$ cat config.mk
export PLATFORM = sky130hd
export DESIGN_NAME = rld_timer
export DESIGN_NICKNAME = d
export VERILOG_FILES = /design/src/rtl/tmr_pkg.sv /design/src/rtl/tmr_rst_sync.sv /design/src/rtl/tmr_prescaler.sv /design/src/rtl/tmr_counter.sv /design/src/rtl/tmr_irq_flag.sv /design/src/rtl/rld_timer.sv
export SDC_FILE = /design/constraint.sdc
export NUM_CORES = 1
export LEC_CHECK = 0
export BUFFER_PORTS_ARGS = -buffer_cell sky130_fd_sc_hd__buf_4
export CORE_ASPECT_RATIO = 0.6
export CORE_MARGIN = 1.5
export CORE_UTILIZATION = 41
export CTS_CLUSTER_SIZE = 14
export DETAILED_ROUTE_END_ITERATION = 10
export PLACE_DENSITY_LB_ADDON = 0.2
export SKIP_CTS_REPAIR_TIMING = 1
export SKIP_LAST_GASP = 1
export SLEW_MARGIN = 10
export SYNTH_ARGS = -nofsm -noshare
export SYNTH_HDL_FRONTEND = slang
export SYNTH_SLANG_ARGS = --single-unit
$ cat constraint.sdc
create_clock -name clk -period 1.3 [get_ports clk]
set_clock_uncertainty 0.2 [all_clocks]
set_input_delay 0.26 -clock clk [delete_from_list [all_inputs] [get_ports clk]]
set_output_delay 0.26 -clock clk [all_outputs]
set_load 0.01 [all_outputs]
$ cat src/rtl/tmr_pkg.sv
package tmr_pkg;
  localparam int CNT_W  = 8;
  localparam int PSC_W  = 4;
  localparam int NPOW   = 8;
  localparam int DIV_W  = NPOW + 1;

  typedef enum logic [1:0] {
    SEL_COUNT  = 2'b00,
    SEL_RELOAD = 2'b01,
    SEL_RATE   = 2'b10,
    SEL_CTRL   = 2'b11
  } tmr_sel_e;

  localparam int CTRL_FLAG_BIT = 0;
  localparam int CTRL_EN_BIT   = 1;
endpackage

$ cat src/rtl/tmr_rst_sync.sv
module tmr_rst_sync #(
  parameter int STAGES = 2
) (
  input  logic clk,
  input  logic rst_n,
  output logic rst_sync_n
);
  logic [STAGES-1:0] sync_q;
  logic [STAGES-1:0] sync_d;

  always_comb begin
    sync_d = {sync_q[STAGES-2:0], 1'b1};
  end

  always_ff @(posedge clk or negedge rst_n) begin
    if (!rst_n) sync_q <= '0;
    else        sync_q <= sync_d;
  end

  assign rst_sync_n = sync_q[STAGES-1];
endmodule

$ cat src/rtl/tmr_prescaler.sv
module tmr_prescaler #(
  parameter int PSC_W = 4,
  parameter int NPOW  = 8
) (
  input  logic             clk,
  input  logic             rst_n,
  input  logic             tick,
  input  logic             rate_wr,
  input  logic [PSC_W-1:0] rate_data,
  input  logic             restart,
  output logic             step
);
  localparam int DIV_W = NPOW + 1;

  logic [PSC_W-1:0] rate_q, rate_d;
  logic [DIV_W-1:0] div_q, div_d;
  logic [DIV_W-1:0] span_mask;
  int unsigned      span_bits;

  // number of low divider bits that must all be one for a step
  always_comb begin
    if (int'(rate_q) < NPOW) span_bits = int'(rate_q) + 2;
    else                     span_bits = 1;
  end

  for (genvar gi = 0; gi < DIV_W; gi++) begin : g_mask
    assign span_mask[gi] = (gi < span_bits);
  end

  assign step = tick && ((div_q | ~span_mask) == {DIV_W{1'b1}});

  always_comb begin
    rate_d = rate_q;
    if (rate_wr) rate_d = rate_data;
  end

  always_comb begin
    div_d = div_q;
    if (restart)   div_d = '0;
    else if (tick) div_d = div_q + 1'b1;
  end

  always_ff @(posedge clk or negedge rst_n) begin
    if (!rst_n) rate_q <= '0;
    else if (rate_wr) rate_q <= rate_d;
  end

  always_ff @(posedge clk or negedge rst_n) begin
    if (!rst_n) div_q <= '0;
    else if (restart || tick) div_q <= div_d;
  end
endmodule

$ cat src/rtl/tmr_counter.sv
module tmr_counter #(
  parameter int CNT_W = 8
) (
  input  logic             clk,
  input  logic             rst_n,
  input  logic             step,
  input  logic             cnt_wr,
  input  logic             rld_wr,
  input  logic [CNT_W-1:0] wr_data,
  output logic [CNT_W-1:0] cnt_q,
  output logic [CNT_W-1:0] rld_q,
  output logic             rollover
);
  logic [CNT_W-1:0] cnt_d, rld_d;
  logic             cnt_ce;

  assign rollover = step && !cnt_wr && (cnt_q == {CNT_W{1'b1}});
  assign cnt_ce   = cnt_wr || step;

  always_comb begin
    cnt_d = cnt_q;
    if (cnt_wr)        cnt_d = wr_data;
    else if (rollover) cnt_d = rld_q;
    else if (step)     cnt_d = cnt_q + 1'b1;
  end

  always_comb begin
    rld_d = rld_q;
    if (rld_wr) rld_d = wr_data;
  end

  always_ff @(posedge clk or negedge rst_n) begin
    if (!rst_n) cnt_q <= '0;
    else if (cnt_ce) cnt_q <= cnt_d;
  end

  always_ff @(posedge clk or negedge rst_n) begin
    if (!rst_n) rld_q <= '0;
    else if (rld_wr) rld_q <= rld_d;
  end
endmodule

$ cat src/rtl/tmr_irq_flag.sv
module tmr_irq_flag (
  input  logic clk,
  input  logic rst_n,
  input  logic rollover,
  input  logic ctrl_wr,
  input  logic ctrl_flag,
  input  logic ctrl_en,
  output logic flag_q,
  output logic en_q,
  output logic irq
);
  logic flag_d, en_d;

  always_comb begin
    flag_d = flag_q;
    if (rollover)     flag_d = 1'b1;
    else if (ctrl_wr) flag_d = ctrl_flag;
  end

  always_comb begin
    en_d = en_q;
    if (ctrl_wr) en_d = ctrl_en;
  end

  always_ff @(posedge clk or negedge rst_n) begin
    if (!rst_n) flag_q <= 1'b0;
    else if (rollover || ctrl_wr) flag_q <= flag_d;
  end

  always_ff @(posedge clk or negedge rst_n) begin
    if (!rst_n) en_q <= 1'b0;
    else if (ctrl_wr) en_q <= en_d;
  end

  assign irq = flag_q & en_q;
endmodule

$ cat src/rtl/rld_timer.sv
module rld_timer
  import tmr_pkg::*;
(
  input  logic             clk,
  input  logic             rst_n,
  input  logic             cyc_tick,
  input  logic             wr_en,
  input  logic [1:0]       wr_sel,
  input  logic [CNT_W-1:0] wr_data,
  output logic [CNT_W-1:0] cnt_rd,
  output logic             irq_flag,
  output logic             irq_req
);
  logic             rst_sync_n;
  logic             cnt_wr, rld_wr, rate_wr, ctrl_wr;
  logic             step_w, roll_w, en_w;
  logic [CNT_W-1:0] rld_w;

  assign cnt_wr  = wr_en && (wr_sel == SEL_COUNT);
  assign rld_wr  = wr_en && (wr_sel == SEL_RELOAD);
  assign rate_wr = wr_en && (wr_sel == SEL_RATE);
  assign ctrl_wr = wr_en && (wr_sel == SEL_CTRL);

  tmr_rst_sync #(.STAGES(2)) u_rst (
    .clk        (clk),
    .rst_n      (rst_n),
    .rst_sync_n (rst_sync_n)
  );

  tmr_prescaler #(.PSC_W(PSC_W), .NPOW(NPOW)) u_psc (
    .clk       (clk),
    .rst_n     (rst_sync_n),
    .tick      (cyc_tick),
    .rate_wr   (rate_wr),
    .rate_data (wr_data[PSC_W-1:0]),
    .restart   (cnt_wr),
    .step      (step_w)
  );

  tmr_counter #(.CNT_W(CNT_W)) u_cnt (
    .clk      (clk),
    .rst_n    (rst_sync_n),
    .step     (step_w),
    .cnt_wr   (cnt_wr),
    .rld_wr   (rld_wr),
    .wr_data  (wr_data),
    .cnt_q    (cnt_rd),
    .rld_q    (rld_w),
    .rollover (roll_w)
  );

  tmr_irq_flag u_irq (
    .clk       (clk),
    .rst_n     (rst_sync_n),
    .rollover  (roll_w),
    .ctrl_wr   (ctrl_wr),
    .ctrl_flag (wr_data[CTRL_FLAG_BIT]),
    .ctrl_en   (wr_data[CTRL_EN_BIT]),
    .flag_q    (irq_flag),
    .en_q      (en_w),
    .irq       (irq_req)
  );
endmodule

==> results.txt <==
Max incr delay on CP = 0.45 ns
Mapped Nets = 177
Synth unique cells = 42
Slew Viols, Final = 0
Die H = 53.1 µm
Worst path arrival time = 2.36 ns
Crit Path Max Fanout = 14
Residual DRC = 0
Min Hold Slack = -0.0168 ns
PwrDens = 1670 mW/mm²
Period utilization = 184%
Initial drt markers = 100
Clock latency at the later pin of the worst-skew pair = 0.28 ns
Unrepaired setup endpoints after global routing = yes
Site Rows = 17
Grt ovf = 0
Commonest non-fill, non-tap cell in the layout = buf_4
# diodes = 0
GRT met2 Usage = 33.7%
Mapped Cells = 160
H-tree lvl count = 2
Static leakage = 1.14 nW
Fin crit period = 2.39 ns
Register area share after synthesis = 48.1%
CTS tree = done
CTS Sinks = 33
Fin nets = 251
Share of cells above drive strength 1 = 46.8%
DP Worst Slack = -1.05 ns
Final non-filler cell total = 282
Number of global-route vias before repair = 1529
Largest net degree at the start of global routing = 22
Failing checks = hold timing, setup timing
Die W = 86.5 µm
Yosys reg bits = 33
Placer Congestion = 0.816
Drt wl/cell = 16.8 µm
Reg-to-reg slack, setup = -1.09 ns
Placeable Area = 0.00383 mm²
Startpoint types = flip-flop
Global-route wire length before repair = 7340 µm
R2R Path Start = u_psc.rate_q[2]
Main synth FF type = dfrtp_1
Warnings from Yosys = 0
Port buffer count = 23
Reg2reg end = u_cnt.cnt_q[2]
Die area = 0.00460 mm²
WP data required = 1.27 ns
GR Util met1 = 31.2%
F_max = 0.419 GHz
Critical path type = reg2reg
ANT nets after route = 0
Initial core utilization = 44.8%
Final setup fails = 27
Via count = 1558
Vias per cell = 5.52
Placed inst area = 0.00227 mm²
Mapped Area = 0.00172 mm²
Status = complete, but fails checks
CP max stage cell = a2111o_1
Multi-input logic area = 935 µm²
Layout area overhead = 48.7%
Fin area = 0.00255 mm²
Clock Tree Buf Depth = 2
Hold Violations, Final = 10
Most frequent cells in the layout = 49 x buf_4, 32 x dfrtp_1, 21 x buf_6
Fin Setup TNS = -12.10 ns
Post-DP HPWL = 3380 µm
CP cell instances = ha_4 -> or2_4 -> a2111o_1 -> a211oi_4 -> buf_12 -> and4_1 -> o31ai_2
Routed WL = 4730 µm
Initial antenna violation count = 0
Worst r2r path cells = 7
Met3 global-route usage = 5.15%
GRT Resource Usage Total = 22.1%
Clk root buf = clkbuf_8
Crit. End Element = flip-flop
Worst min-delay path class = reg2async
Max-cap violations = 0
Post-synth EDFFs = 0
IO Pins = 24
Worst-path clk slew = 0.07 ns
Syn_area_per_cell = 10.7 µm²
Reg area = 827 µm²
Top Usage Layer GRT = met2
First-pass DRT Iterations = 4
Max VDD drop = 754 µV
Setup ws final = -1.09 ns
Share of synthesized registers carrying an async set or reset = 100%
# fillers = 287
CTS Buf Count = 5
Placed instance count = 266
-- cell families (layout without fill, tap and decap cells) --
group,after synthesis,count (layout),synth area share (%)
and+or+nand+nor,52,52,16.2
AOI/OAI and AO/OA,34,34,14.1
DFF,33,33,48.1
muxes,20,20,12.8
buffers and inverters,9,84,2.40
xor gates and xnor gates,8,8,4.08
adders and majority gates,3,3,2.19
other,1,1,0.218
-- power breakdown --
part / leakage [nW] / total (mW) / switching, mW / internal, mW
Clock: 0.0450 / 0.744 / 0.373 / 0.371
Combinational: 0.687 / 2.03 / 0.870 / 1.16
Sequential: 0.407 / 1.48 / 0.206 / 1.27
-- worst max-delay path: cells and delay by family (launching register included) --
kind                     cells  cell delay, ns
AO/OA/AOI/OAI                3            0.78
buffers and inverters        1            0.18
flip-flops                   1            0.42
adder cells (fa/ha/maj)      1            0.26
AND/OR/NAND/NOR              2            0.44
-- worst max-delay path by stage --
stage	startpoint	endpoint	slack, ns	cells past startpoint
after floorplan	u_psc.rate_q[1]	u_cnt.cnt_q[3]	-1.03	7
after global placement	u_psc.rate_q[2]	u_cnt.cnt_q[2]	-1.01	7
after detailed placement	u_psc.rate_q[2]	u_cnt.cnt_q[2]	-1.05	7
after CTS	u_psc.rate_q[2]	u_cnt.cnt_q[2]	-1.08	7
after global routing	u_psc.rate_q[2]	u_cnt.cnt_q[2]	-1.15	7
final	u_psc.rate_q[2]	u_cnt.cnt_q[2]	-1.09	7
-- metrics by stage --
stage                     util (%)  power, mW
after CTS                     61.5       3.91
final                         66.7       4.25
after detailed placement      59.3       3.15
after global routing          66.7       4.50
after global placement        59.3       3.05
after floorplan                  -       2.27
-- state kept, by name, indices dropped and copies added (netlist names) --
| name | count |
|---|---|
| u_irq.flag_q | 1 |
| u_cnt.cnt_q | 8 |
| u_cnt.rld_q | 8 |
| u_psc.div_q | 9 |
| u_rst.sync_q | 2 |
| u_psc.rate_q | 4 |
| u_irq.en_q | 1 |
-- cell usage after synthesis, types with 2 or more instances --
cell / n / share of area (%)
a211oi_1: 2 / 0.87
a21oi_1: 7 / 2.0
a22o_1: 2 / 1.0
a41o_1: 2 / 1.2
and3_1: 2 / 0.73
clkbuf_1: 4 / 0.87
dfrtp_1: 33 / 48
ha_1: 3 / 2.2
inv_1: 4 / 0.87
mux2_2: 15 / 9.8
mux2i_1: 5 / 2.9
nand2_1: 12 / 2.6
nand3_1: 7 / 2.0
nand3b_1: 3 / 1.3
nand4_1: 5 / 1.8
nor2_1: 9 / 2.0
nor2b_1: 2 / 0.73
nor3_1: 2 / 0.58
nor3b_1: 2 / 0.87
o21ai_0: 7 / 2.0
o21ai_1: 3 / 0.87
o31ai_2: 2 / 1.5
or3_1: 2 / 0.73
xnor2_1: 2 / 1.0
xor2_1: 6 / 3.1
-- cell type report --
cell class                 count  share of cell area (%)
multi-input combinational    118                    36.6
inverter                       4                   0.588
sequential                    33                    32.4
timing repair buffer          72                    24.9
clock buffer                   6                    2.84
tap                           47                    2.30
clock inverter                 2                   0.392
-- layer usage --
metal,share of wire (%),vias up
li1,-,741
met1,46,776
met2,48,37
met3,5.4,4
met4,0.63,0
met5,0,-
Power figures use the tool's default switching activity.
